### src/rtl/dbgw_pkg.sv
package dbgw_pkg;
  typedef enum logic {
    PH_IDLE = 1'b0,
    PH_BIT  = 1'b1
  } phase_t;
endpackage

### src/rtl/dbgw_sync.sv
module dbgw_sync #(
  parameter int STAGES = 2
) (
  input  logic clk,
  input  logic rst,
  input  logic pad_i,
  output logic level_o,
  output logic fall_o
);
  logic [STAGES-1:0] chain_q;
  logic              last_q;

  always_ff @(posedge clk) begin
    if (rst) begin
      chain_q <= '1;
      last_q  <= 1'b1;
    end else begin
      chain_q <= {chain_q[STAGES-2:0], pad_i};
      last_q  <= chain_q[STAGES-1];
    end
  end

  assign level_o = chain_q[STAGES-1];
  assign fall_o  = last_q & ~chain_q[STAGES-1];
endmodule

### src/rtl/dbgw_timer.sv
module dbgw_timer
  import dbgw_pkg::*;
#(
  parameter int BIT_CYCLES = 16,
  parameter int SAMPLE_AT  = 10,
  parameter int CW         = $clog2(BIT_CYCLES)
) (
  input  logic          clk,
  input  logic          rst,
  input  logic          fall_i,
  output logic          start_o,
  output logic          busy_o,
  output logic [CW-1:0] cnt_o,
  output logic          sample_o
);
  phase_t        ph_q;
  logic [CW-1:0] cnt_q;

  assign start_o  = (ph_q == PH_IDLE) && fall_i;
  assign busy_o   = (ph_q == PH_BIT);
  assign cnt_o    = cnt_q;
  assign sample_o = (ph_q == PH_BIT) && (cnt_q == CW'(SAMPLE_AT));

  always_ff @(posedge clk) begin
    if (rst) begin
      ph_q  <= PH_IDLE;
      cnt_q <= '0;
    end else begin
      case (ph_q)
        PH_IDLE: begin
          if (fall_i) begin
            ph_q  <= PH_BIT;
            cnt_q <= CW'(1);
          end
        end
        default: begin
          if (cnt_q == CW'(BIT_CYCLES - 1)) begin
            ph_q  <= PH_IDLE;
            cnt_q <= '0;
          end else begin
            cnt_q <= cnt_q + CW'(1);
          end
        end
      endcase
    end
  end
endmodule

### src/rtl/dbgw_shift.sv
module dbgw_shift #(
  parameter int DATA_W = 8
) (
  input  logic              clk,
  input  logic              rst,
  input  logic              load_i,
  input  logic [DATA_W-1:0] load_data_i,
  input  logic              sample_i,
  input  logic              level_i,
  output logic              msb_o,
  output logic              tx_mode_o,
  output logic [DATA_W-1:0] rx_byte_o,
  output logic              done_o
);
  localparam int BCW = $clog2(DATA_W + 1);

  logic [DATA_W-1:0] sh_q;
  logic [BCW-1:0]    nb_q;
  logic              tx_q;
  logic              done_q;

  always_ff @(posedge clk) begin
    if (rst) begin
      sh_q   <= '0;
      nb_q   <= '0;
      tx_q   <= 1'b0;
      done_q <= 1'b0;
    end else begin
      done_q <= 1'b0;
      if (load_i) begin
        sh_q <= load_data_i;
        nb_q <= '0;
        tx_q <= 1'b1;
      end else if (sample_i) begin
        sh_q <= {sh_q[DATA_W-2:0], level_i};
        if (nb_q == BCW'(DATA_W - 1)) begin
          nb_q   <= '0;
          done_q <= 1'b1;
          tx_q   <= 1'b0;
        end else begin
          nb_q <= nb_q + BCW'(1);
        end
      end
    end
  end

  assign msb_o     = sh_q[DATA_W-1];
  assign tx_mode_o = tx_q;
  assign rx_byte_o = sh_q;
  assign done_o    = done_q;
endmodule

### src/rtl/dbgw_drive.sv
module dbgw_drive #(
  parameter int LOW_CYCLES = 13,
  parameter int CW         = 4
) (
  input  logic          clk,
  input  logic          rst,
  input  logic          start_i,
  input  logic          busy_i,
  input  logic [CW-1:0] cnt_i,
  input  logic          tx_mode_i,
  input  logic          bit_i,
  output logic          oe_o,
  output logic          drv_o
);
  logic        zero_q;
  logic        oe_q;
  logic        drv_q;
  logic [CW:0] nxt;

  assign nxt = {1'b0, cnt_i} + (CW+1)'(1);

  always_ff @(posedge clk) begin
    if (rst) begin
      zero_q <= 1'b0;
      oe_q   <= 1'b0;
      drv_q  <= 1'b0;
    end else if (start_i) begin
      zero_q <= tx_mode_i & ~bit_i;
      oe_q   <= tx_mode_i & ~bit_i;
      drv_q  <= 1'b0;
    end else if (busy_i && zero_q && (nxt <= (CW+1)'(LOW_CYCLES))) begin
      oe_q  <= 1'b1;
      drv_q <= 1'b0;
    end else if (busy_i && zero_q && (nxt == (CW+1)'(LOW_CYCLES + 1))) begin
      oe_q  <= 1'b1;
      drv_q <= 1'b1;
    end else begin
      oe_q  <= 1'b0;
      drv_q <= 1'b0;
    end
  end

  assign oe_o  = oe_q;
  assign drv_o = drv_q;
endmodule

### src/rtl/dbgw_phy.sv
module dbgw_phy #(
  parameter int DATA_W      = 8,
  parameter int BIT_CYCLES  = 16,
  parameter int SAMPLE_AT   = 10,
  parameter int LOW_CYCLES  = 13,
  parameter int SYNC_STAGES = 2
) (
  input  logic              clk,
  input  logic              rst,
  input  logic              wire_in,
  output logic              wire_oe,
  output logic              wire_drv,
  input  logic              tx_load,
  input  logic [DATA_W-1:0] tx_data,
  output logic [DATA_W-1:0] rx_data,
  output logic              byte_done
);
  localparam int CW = $clog2(BIT_CYCLES);

  logic          level;
  logic          fall;
  logic          start;
  logic          busy;
  logic [CW-1:0] cnt;
  logic          sample;
  logic          msb;
  logic          tx_mode;
  logic          load_ok;

  assign load_ok = tx_load & ~busy & ~start;

  dbgw_sync #(.STAGES(SYNC_STAGES)) u_sync (
    .clk(clk), .rst(rst), .pad_i(wire_in), .level_o(level), .fall_o(fall)
  );

  dbgw_timer #(.BIT_CYCLES(BIT_CYCLES), .SAMPLE_AT(SAMPLE_AT), .CW(CW)) u_timer (
    .clk(clk), .rst(rst), .fall_i(fall), .start_o(start), .busy_o(busy),
    .cnt_o(cnt), .sample_o(sample)
  );

  dbgw_shift #(.DATA_W(DATA_W)) u_shift (
    .clk(clk), .rst(rst), .load_i(load_ok), .load_data_i(tx_data),
    .sample_i(sample), .level_i(level), .msb_o(msb), .tx_mode_o(tx_mode),
    .rx_byte_o(rx_data), .done_o(byte_done)
  );

  dbgw_drive #(.LOW_CYCLES(LOW_CYCLES), .CW(CW)) u_drive (
    .clk(clk), .rst(rst), .start_i(start), .busy_i(busy), .cnt_i(cnt),
    .tx_mode_i(tx_mode), .bit_i(msb), .oe_o(wire_oe), .drv_o(wire_drv)
  );
endmodule

### config.mk
export PLATFORM = sky130hd
export DESIGN_NAME = dbgw_phy
export DESIGN_NICKNAME = d
export VERILOG_FILES = /design/src/rtl/dbgw_pkg.sv /design/src/rtl/dbgw_sync.sv /design/src/rtl/dbgw_timer.sv /design/src/rtl/dbgw_shift.sv /design/src/rtl/dbgw_drive.sv /design/src/rtl/dbgw_phy.sv
export SDC_FILE = /design/constraint.sdc
export NUM_CORES = 1
export LEC_CHECK = 0
export ABC_AREA = 1
export ABC_CLOCK_PERIOD_IN_PS = 3500
export BUFFER_PORTS_ARGS = -buffer_cell sky130_fd_sc_hd__buf_4
export CAP_MARGIN = 10
export CORE_AREA = 2 2 60 68
export CTS_BUF_LIST = sky130_fd_sc_hd__clkbuf_8 sky130_fd_sc_hd__clkbuf_16
export CTS_CLUSTER_DIAMETER = 40
export CTS_CLUSTER_SIZE = 30
export DETAILED_ROUTE_END_ITERATION = 12
export DIE_AREA = 0 0 62 70
export PLACE_DENSITY = 0.61
export RECOVER_POWER = 100
export REMOVE_ABC_BUFFERS = 1
export SLEW_MARGIN = 20
export SYNTH_ARGS = -nofsm -noshare
export SYNTH_HDL_FRONTEND = slang
export SYNTH_SLANG_ARGS = --single-unit
### constraint.sdc
create_clock -name clk -period 3.5 [get_ports clk]
set_clock_uncertainty 0.1 [all_clocks]
set_input_delay 0.7 -clock clk [delete_from_list [all_inputs] [get_ports clk]]
set_output_delay 0.7 -clock clk [all_outputs]
set_load 0.1 [all_outputs]
* Yosys cells after proc, flatten, opt, wreduce, memory -nomap -nowiden
Cells that the tools add are included.
** Storage, ports and cells
- Flip-flop bits (word level) :: 25
- Bits of input ports :: 12
- Output and inout bits :: 11
- Word-level logic and storage cells :: 56
** Cells by class
- Add/sub/neg operators :: 3
- Magnitude comparators :: 1
- Equal/unequal tests :: 4
- Mux-type cells :: 16
- Bitwise gates (word level) :: 9
- Reduce and logical (&&, ||, !) cells :: 12
** Operators with widths (count)
- 2-to-1 mux 4 bit :: 4
- 2-to-1 mux 8 bit :: 2
- 2-to-1 mux 1 bit :: 10
- adder 4 x 1 -> 4 bit (second input constant) :: 2
- == test 4 bit (second input constant) :: 2
- nonzero test 2 bit :: 3
- OR reduction 3 bit :: 2
- adder 4 x 1 -> 5 bit (second input constant) :: 1
- == test 5 x 4 -> 1 bit (second input constant) :: 1
- <= comparator 5 x 4 -> 1 bit (second input constant) :: 1
- logical AND 1 bit :: 5
- NOT 1 bit :: 5
- AND 1 bit :: 4
- == test 4 x 3 -> 1 bit (second input constant) :: 1
- AND reduction 2 bit :: 1
- OR reduction 2 bit :: 1

* Logic depth before layout (Yosys ltp)
Gate-level depths: netlist (run 1).
- Depth in word-level cells :: 7
- Gate-level depth with buffers :: 11
- Depth with buffers taken out :: 11

* By module
A second synthesis (run 1) with hierarchy kept.
** Second synthesis, totals
- Cell total of the unflattened synthesis :: 181
- Area total of the unflattened synthesis :: 1226.2 um2
** By module, submodules not included
- dbgw_shift :: times used 1, cells each 93, area an instance 638.1 um2, seq. area each 280.3 um2
- dbgw_timer :: times used 1, cells each 37, area an instance 257.7 um2, seq. area each 100.1 um2
- dbgw_drive :: times used 1, cells each 36, area an instance 222.7 um2, seq. area each 60.1 um2
- dbgw_sync :: times used 1, cells each 12, area an instance 93.8 um2, seq. area each 60.1 um2
- dbgw_phy :: times used 1, cells each 3, area an instance 13.8 um2, seq. area each 0.0 um2

* Least setup slack after synthesis (run 1)
OpenSTA, ideal clock, no wires.
- Path type :: flip-flop to output port
- Start point :: reg u_shift.sh_q[0] (netlist: u_shift.rx_byte_o[0])
- End point :: out rx_data[0]
- Data arrival time :: 924 ps
- Data required time :: 2700 ps
- Slack :: 1776 ps
- Cell stages (with the launch flop) :: 1
- Path buffers :: 0
- Cells stage by stage :: dfxtp_1
** RTL lines
- start, declared :: line dbgw_shift.sv:17 : logic [DATA_W-1:0] sh_q;
- start signal, assigned :: line dbgw_shift.sv:31 : sh_q <= load_data_i;
- start signal, assigned :: line dbgw_shift.sv:35 : sh_q <= {sh_q[DATA_W-2:0], level_i};
- end, declared :: line dbgw_phy.sv:15 : output logic [DATA_W-1:0] rx_data,
No word-level cell between the ends.

* Worst setup path after layout (run 1)
- Start point :: reg u_shift.sh_q[7] (netlist: u_shift.rx_byte_o[7])
- End point :: out rx_data[7]
No word-level cell between the ends.

==> results of run 1 <==
==> power by group <==
| group | internal, uW | switching, uW |
|---|---|---|
| clock network | 78.5 | 89.6 |
| registers | 297 | 8.70 |
| logic | 26.2 | 95.0 |
==> final cells by class <==
cell class                      count  share of cell area
Clock inverter                      1             0.00264
Tap cell                           52              0.0458
Inverter                           41               0.108
Multi-Input combinational cell    106               0.378
Timing Repair Buffer               22              0.0845
Sequential cell                    25               0.352
Clock buffer                        3              0.0290
==> kinds of logic (layout without fill, tap and decap cells) <==
logic type / count (synthesis) / count (layout) / synth area share
compound gates: 39 / 39 / 0.163
fa+ha+maj: 5 / 5 / 0.0504
buf+inv: 47 / 67 / 0.160
flops: 25 / 25 / 0.403
simple gates: 62 / 62 / 0.224
==> state kept, by name, summed over array words and instances, names as in the netlist <==
name               cells
u_drive.drv_o          1
u_drive.zero_q         1
u_shift.nb_q           4
u_shift.rx_byte_o      8
u_sync.last_q          1
u_shift.done_o         1
u_sync.chain_q         2
u_timer.busy_o         1
u_timer.cnt_o          4
u_shift.tx_mode_o      1
u_drive.oe_o           1
==> synth_stat cells <==
| cell type | n |
|---|---|
| buf_4 | 1 |
| nand4_1 | 5 |
| inv_2 | 3 |
| inv_1 | 38 |
| o21ai_1 | 12 |
| dfxtp_1 | 25 |
| nand2_2 | 1 |
| o21ai_2 | 1 |
| a21oi_1 | 11 |
| nand3_1 | 7 |
| ha_1 | 5 |
| a21oi_2 | 1 |
| or2_2 | 2 |
| nand3b_1 | 2 |
| nand4_2 | 1 |
| buf_6 | 2 |
| buf_2 | 3 |
| o21ai_0 | 14 |
| nand2_1 | 28 |
| nor2_1 | 16 |
==> through the flow <==
step	power (uW)	utilization
final	595	0.379
after floorplan	408	-
after global placement	443	0.380
after global routing	633	0.379
after CTS	611	0.392
after detailed placement	443	0.380
==> metal layers <==
layer,part of all wire,GRT usage,up-vias
met3,0.032,0.0222,5
met1,0.50,0.201,473
li1,-,-,594
met2,0.44,0.197,21
met4,0.024,0.0567,0
met5,0,0,-
==> path summary, 6_finish.rpt <==
path	from	endpoint	slack, ns	depth (start not counted)
max	u_shift.rx_byte_o[7]$_SDFFE_PP0P_	rx_data[7]	1.20	1
min	u_sync.chain_q[0]$_SDFF_PP1_	u_sync.chain_q[1]$_SDFF_PP1_	0.31	1
max reg2reg	u_timer.cnt_o[0]$_SDFFE_PP0P_	u_shift.tx_mode_o$_SDFFE_PP0P_	1.41	7
min reg2reg	u_sync.chain_q[0]$_SDFF_PP1_	u_sync.chain_q[1]$_SDFF_PP1_	0.31	1
==> qor.csv, run 1 <==
metric;value;unit
viasPerCell;4.37;
vias;1093;
worst_path_dominant_cell_family;buffers and inverters;
worst_setup_path_start_kind;flop;
cp_max_fo;2;
ys_ff_latch;25;
crit_path_max_incr_delay;0.87;ns
pin_count;23;
final_nets;216;
dpl_cell_area;1430;sq um
wl_per_cell;10.0;microns
grt_max_degree;19;
ys_seq_area_frac;0.403;
ctsHoldBuffers;0;
drive_above_1_share;0.101;
postSynthAreaPerCell;6.98;sq um
grt_pass1_vias;1027;
ys_warn_count;0;
setup_tns;0;ns
grtUsageTotal;0.138;
cts_sinks;25;
final_common_cell;inv_1;
place_hpwl;1830;microns
peakVddDrop;0.182;mV
grt_first_pass_wirelength;4610;microns
cts_tree;yes;
io_buffer_count;22;
max_cap_viol_count;0;
dp_cells;246;
powerDensity;419;nW/um^2
mappedNetlistArea;1240;sq um
num_rows;24;
place_ws;1.68;ns
first_iter_violations;43;
rsz0062_at_grt;false;
fin_area;1420;sq um
worst_slack;1.20;ns
hold_path.class;flop to flop;
core_region_area;3750;sq um
worstPathArrival;1.50;ns
cp.required;2.70;ns
place.gp.congestion;0.794;
cp_cell_sequence;clkbuf_1;
synth_cell_types;20;
period_share;0.658;
stdcell_count;250;
fmax;434;MHz
fillers;426;
diodes;0;
critPathBufInv;1;
clock_latency;0.27;ns
worstSetupEndpointType;primary output;
start_util;0.331;
finalSetupViolCount;0;
antenna_left;0;
synthToLayoutAreaGrowth;14.4;%
clk_pin_slew;0.09;ns
path_class;flop to primary output;
antenna_found_initial;0;
cts-root-buf;clkbuf_8;
hold_viol;0;
multi_input_area;537;sq um
post-route-min-period;2.30;ns
die_h;70;microns
route.detailed.drc;0;
overflow;0;
crit_slowest_cell;clkbuf_1;
yosys-top-cells-area;dfxtp_1 40%, inv_1 11%, nand2_1 8.5%, o21ai_0 5.6%, ha_1 5.0%;
cts-resized-gates;0;
slew_viol_final;0;
postSynthCellCount;178;
die_x;62;microns
power.leakage;0.000663;uW
whs;0.314;ns
clock_path_buffers;2;
tightest_slew;1.17;ns
synth_area_leader_cell;dfxtp_1;
h-tree-depth;1;
relSlewSlack;0.224;
status;finished, final reports clean;
numCtsBuffers;3;
drt_pass1_iterations;4;
drt_wl_total;2500;microns
final_cell_mix;40 x inv_1, 28 x nand2_1, 25 x dfxtp_1, 20 x o21ai_0, 16 x nor2_1;
yosysTopAreaCellShare;0.403;
seq_area;500;sq um
die_area;4340;sq um
cts_setup_buffers;0;
Power figures use the tool's default switching activity.
==> inputs of run 2 (changes only) <==
ABC_CLOCK_PERIOD_IN_PS = 2000   (was 3500)
PLACE_DENSITY = 0.63   (was 0.61)
clock period = 2 ns   (was 3.5 ns; I/O delays follow)
==> run 2 against run 1 <==
Clock power increased by 73%. Sequential share of layout area fell by 0.76 points. Power grew 75%. Final area rose by 2.2%. Combinational power is 79% higher. Critical endpoint is now u_shift.nb_q[2]$_SDFFE_PP0P_.
==> qor.csv, run 2 (synthesis gave the netlist of run 1 again) <==
metric;value;unit
status;finished, final reports clean;
viasPerCell;4.33;
period_share;0.821;
finalSetupViolCount;0;
slew_viol_final;0;
clk_pin_slew;0.09;ns
cp.required;2.06;ns
num_rows;24;
reg2reg_from;u_timer.cnt_o[0]$_SDFFE_PP0P_;
final_nets;218;
antenna_left;0;
setup_tns;0;ns
hp-start;wire_in;
place_hpwl;1790;microns
power.leakage;0.000721;uW
multi_input_area;543;sq um
grt-busiest-layer;met2;
cts-root-buf;clkbuf_8;
cp_max_fo;13;
worstSetupEndpointType;flop;
place.gp.congestion;0.823;
final_common_cell;inv_1;
grtUsageTotal;0.134;
die_x;62;microns
drt_pass1_iterations;4;
die_area;4340;sq um
post-route-min-period;1.64;ns
route.detailed.drc;0;
worstPathArrival;1.70;ns
place_ws;0.358;ns
final_cell_mix;39 x inv_1, 28 x nand2_1, 25 x dfxtp_1, 20 x o21ai_0, 16 x nor2_1;
fmax;609;MHz
powerDensity;717;nW/um^2
grt_use_met1;0.187;
hold_path.class;input pin to flop;
fillers;428;
cts_sinks;25;
seq_area;500;sq um
cts_tree;yes;
core_region_area;3750;sq um
rsz0062_at_grt;false;
antenna_found_initial;0;
drt_wl_total;2430;microns
io_buffer_count;22;
tightest_slew;0.544;ns
holdPathStages;2;
synthToLayoutAreaGrowth;16.9;%
met3_usage;0.0222;
grt_use_met2;0.200;
post-route-util;0.387;
cts_setup_buffers;0;
worst_slack;0.357;ns
die_h;70;microns
numCtsBuffers;3;
grt_max_degree;19;
wl_per_cell;9.62;microns
clock_latency;0.26;ns
worst-r2r-cell-count;7;
ctsHoldBuffers;0;
relSlewSlack;0.639;
peakVddDrop;0.282;mV
hold_viol;0;
grt_pass1_vias;1053;
largest_reg_flops;8;
max_cap_viol_count;0;
first_iter_violations;50;
clock_path_buffers;2;
drive_above_1_share;0.170;
cts-resized-gates;0;
path_class;flop to flop;
start_util;0.331;
overflow;0;
setup.worst_path.start;u_timer.cnt_o[0]$_SDFFE_PP0P_;
vias;1092;
h-tree-depth;1;
pin_count;23;
worst_setup_path_start_kind;flop;
diodes;0;
grt_first_pass_wirelength;4460;microns
-- run 2: cell count changes in the layout (fill, tap and decap cells not counted) --
cell and delta:
inv_1 -1, buf_4 +1, clkbuf_1 -10, inv_2 +1
nand4_2 +1, clkbuf_2 +11, nand4_1 -1
-- run 2: layout make-up --
type,instances,area share
multi-input combinational,106,0.374
sequential,25,0.345
inverter,41,0.106
timing repair buffer,24,0.0999
tap,52,0.0448
clock buffer,3,0.0284
clock inverter,1,0.00258
-- run 2: stage by stage --
stage               std cells  total power, uW  hold slack, ns  cell area [sq um]
floorplan                 172              715           0.289               1200
global placement          248              777           0.291               1440
detailed placement        248              776           0.299               1440
CTS                       252             1070           0.203               1490
global route              252             1100           0.214               1450
finish                    252             1040           0.211               1450
-- run 2: final timing paths --
| path | endpoint | slack, ns |
|---|---|---|
| hold reg to reg | u_sync.chain_q[1]$_SDFF_PP1_ | 0.32 |
| hold / removal | u_sync.chain_q[0]$_SDFF_PP1_ | 0.21 |
| setup / recovery | u_shift.nb_q[2]$_SDFFE_PP0P_ | 0.36 |
| setup reg to reg | u_shift.nb_q[2]$_SDFFE_PP0P_ | 0.36 |
-- run 2: worst max-delay path: stages (launching register included) --
cell and delay, ns:
dfxtp_1 0.38, inv_1 0.14, ha_1 0.18, nand4_2 0.19
inv_2 0.24, nand2_1 0.10, o21ai_0 0.16, a21oi_1 0.05
-- run 2: power by group --
part | total, uW | internal, uW | leakage [uW] | switching (uW)
registers | 535 | 520 | 0.000205 | 15.1
logic | 216 | 49.8 | 0.000489 | 166
clock network | 291 | 137 | 0.0000269 | 154
total | 1040 | 707 | 0.000721 | 335
-- run 2: metal layers --
metal	up-vias	part of all wire
met4	0	0.010
met2	22	0.46
met1	472	0.50
met3	2	0.028
met5	-	0
li1	596	-
==> inputs of run 3 (changes only) <==
ABC_AREA = 0   (was 1)
ABC_CLOCK_PERIOD_IN_PS = 1400   (was 2000)
CORE_AREA = 2 2 59 66   (was 2 2 60 68)
DIE_AREA = 0 0 61 68   (was 0 0 62 70)
clock period = 1.4 ns   (was 2 ns; I/O delays follow)
==> run 3 against run 2 <==
The flow now finishes with violations (setup timing). Power is 47% higher. Critical path depth is 1 lower. Global-route usage is 1.5 points higher. Sequential power is 44% higher. Setup slack worse by 0.49 ns. First-iteration DRC count is 40% higher. Critical endpoint is now u_shift.rx_byte_o[3]$_SDFFE_PP0P_.
==> qor.csv, run 3 <==
metric;value;unit
place_hpwl;2100;microns
cts_sinks;25;
holdPathStages;2;
comb_power_share;0.229;
mappedNetlistArea;1170;sq um
fillers;331;
rsz0062_at_grt;true;
switching_share;0.317;
hold_end;u_sync.chain_q[0]$_SDFF_PP1_;
viasPerCell;4.78;
seq_area;509;sq um
peakVddDrop;0.333;mV
synth_cell_types;34;
cp_max_fo;6;
vias;1056;
ys_warn_count;0;
antenna_found_initial;0;
wl_per_cell;13.2;microns
num_rows;23;
grt_max_degree;26;
setup.worst_path.start;u_timer.cnt_o[0]$_SDFFE_PP0P_;
io_buffer_count;22;
hp-start;wire_in;
place.gp.congestion;0.813;
ys.flop_type;dfxtp_1;
ys_seq_area_frac;0.427;
crit_slowest_cell;dfxtp_4;
final_cell_mix;37 x buf_4, 22 x dfxtp_1, 18 x nand2_1, 13 x nor2_1;
period_share;1.10;
slew_viol_final;0;
worstPathArrival;1.61;ns
die_area;4150;sq um
r2r_slack;-0.14;ns
worst_path_dominant_cell_family;flip-flops;
finalSetupViolCount;17;
pin_count;23;
overflow;0;
numCtsBuffers;3;
r2r_end;u_shift.rx_byte_o[3]$_SDFFE_PP0P_;
hold_viol;0;
h-tree-depth;1;
diodes;0;
multi_input_area;714;sq um
relSlewSlack;0.760;
tightest_slew;0.359;ns
cts-root-buf;clkbuf_8;
antenna_left;0;
grt_pass1_vias;1093;
grtUsageTotal;0.149;
worst-r2r-cell-count;6;
drt_pass1_iterations;4;
ys_ff_latch;25;
internal-power;1050;uW
p_switching;485;uW
fmax;651;MHz
synthArstFlopShare;0;
final_common_cell;buf_4;
route.detailed.drc;0;
place_ws;-0.258;ns
postSynthAreaPerCell;8.95;sq um
worst_slack;-0.136;ns
pwr-share-seq;0.504;
cts_tree;yes;
synth_area_leader_cell;dfxtp_1;
synth_commonest_cells;25 x dfxtp_1, 19 x nand2_1, 13 x nor2_1, 9 x a311oi_1, 7 x a21oi_1;
drive_above_1_share;0.462;
clock_path_buffers;2;
cp.required;1.47;ns
yosys-top-cells-area;dfxtp_1 43%, a311oi_1 6.7%, nand2_1 6.1%, ha_1 5.3%, nor2_1 4.2%;
synthToLayoutAreaGrowth;45.8;%
postSynthCellCount;131;
powerDensity;896;nW/um^2
ctsHoldBuffers;0;
worst_setup_path_start_kind;flop;
largest_reg_flops;8;
max_cap_viol_count;0;
die_h;68;microns
hold_path.class;input pin to flop;
violations;setup timing;
crit_path_max_incr_delay;0.38;ns
grt_first_pass_wirelength;4730;microns
status;complete, but fails checks;
yosysMostFrequentCell;dfxtp_1;
reg2reg_from;u_timer.cnt_o[0]$_SDFFE_PP0P_;
yosysTopAreaCellShare;0.427;
die_x;61;microns
core_region_area;3540;sq um
final_nets;189;
first_iter_violations;70;
cp_cell_sequence;inv_4, ha_4, and4b_2, buf_6, nand2_1, a311oi_2;
post-route-util;0.483;
path_class;flop to flop;
drt_wl_total;2910;microns
clockPowerShare;0.268;
power.leakage;0.000713;uW
synth_edf_count;0;
start_util;0.331;
post-route-min-period;1.54;ns
worstSetupEndpointType;flop;
critPathBufInv;2;
clock_latency;0.26;ns
clk_pin_slew;0.08;ns
## run 3: changes by cell type in the layout (fill, tap and decap cells not counted), sizes merged, moves of 4 or more
cell	delta
a311oi	+9
nand4	-4
clkbuf	-9
nor3	+4
a31oi	+4
buf	+30
o21ai	-24
inv	-35
a21oi	-5
nand2	-10
## run 3: cells by family after synthesis
| family | after synthesis | synth area share |
|---|---|---|
| simple gates | 54 | 0.249 |
| compound gates | 27 | 0.158 |
| flops | 25 | 0.427 |
| buf+inv | 15 | 0.0747 |
| fa+ha+maj | 5 | 0.0534 |
| xor+xnor | 4 | 0.0299 |
| mux | 1 | 0.00854 |
## run 3: worst register-to-register path, stage by stage (launching register included)
cell	delay [ns]
dfxtp_4	0.38
inv_4	0.07
ha_4	0.12
and4b_2	0.32
buf_6	0.15
nand2_1	0.06
a311oi_2	0.24
## run 3: through the flow
| step | hold slack [ns] | area, sq um | TNS [ns] | total power (uW) | cells |
|---|---|---|---|---|---|
| after CTS | 0.0952 | 1640 | -1.50 | 1520 | 219 |
| after global placement | 0.294 | 1460 | -2.27 | 1100 | 211 |
| after detailed placement | 0.300 | 1460 | -3.21 | 1110 | 211 |
| final | 0.0968 | 1710 | -1.53 | 1530 | 221 |
| after floorplan | 0.249 | 1110 | -1.89 | 997 | 122 |
| after global routing | 0.0959 | 1710 | -2.73 | 1600 | 221 |
## run 3: layout make-up
type / count / share of cell area
Timing Repair Buffer: 45 / 0.206
Clock inverter: 1 / 0.00220
Clock buffer: 3 / 0.0242
Inverter: 6 / 0.0146
Tap cell: 50 / 0.0366
Sequential cell: 25 / 0.298
Multi-Input combinational cell: 91 / 0.418
## run 3: repair_timing
action	in CTS	in global routing
pin swaps	9	9
resized for setup	23	9
setup buffers	4	2
setup endpoints to repair	20	18
## run 3: worst max-delay path by stage
stage / end / cells past startpoint
after floorplan: u_shift.nb_q[3]$_SDFFE_PP0P_ / 6
after global routing: u_shift.nb_q[0]$_SDFFE_PP0P_ / 7
after global placement: u_shift.rx_byte_o[2]$_SDFFE_PP0P_ / 6
after detailed placement: u_shift.rx_byte_o[3]$_SDFFE_PP0P_ / 6
final: u_shift.rx_byte_o[3]$_SDFFE_PP0P_ / 6
after CTS: u_shift.rx_byte_o[3]$_SDFFE_PP0P_ / 6
## run 3: metal layers
layer | up-vias | GRT usage | wire length (microns)
li1 | 538 | - | -
met1 | 507 | 0.169 | 1200
met2 | 9 | 0.280 | 1650
met3 | 2 | 0.0265 | 39
met4 | 0 | 0.0435 | 19
met5 | - | 0 | 0
## run 3: power groups by stage
stage | registers [uW] | logic, uW | clock network [uW]
detailed placement | 785 | 325 | 0
floorplan | 929 | 67.9 | 0
CTS | 771 | 335 | 419
finish | 771 | 350 | 410
global route | 777 | 372 | 449
global placement | 783 | 320 | 0
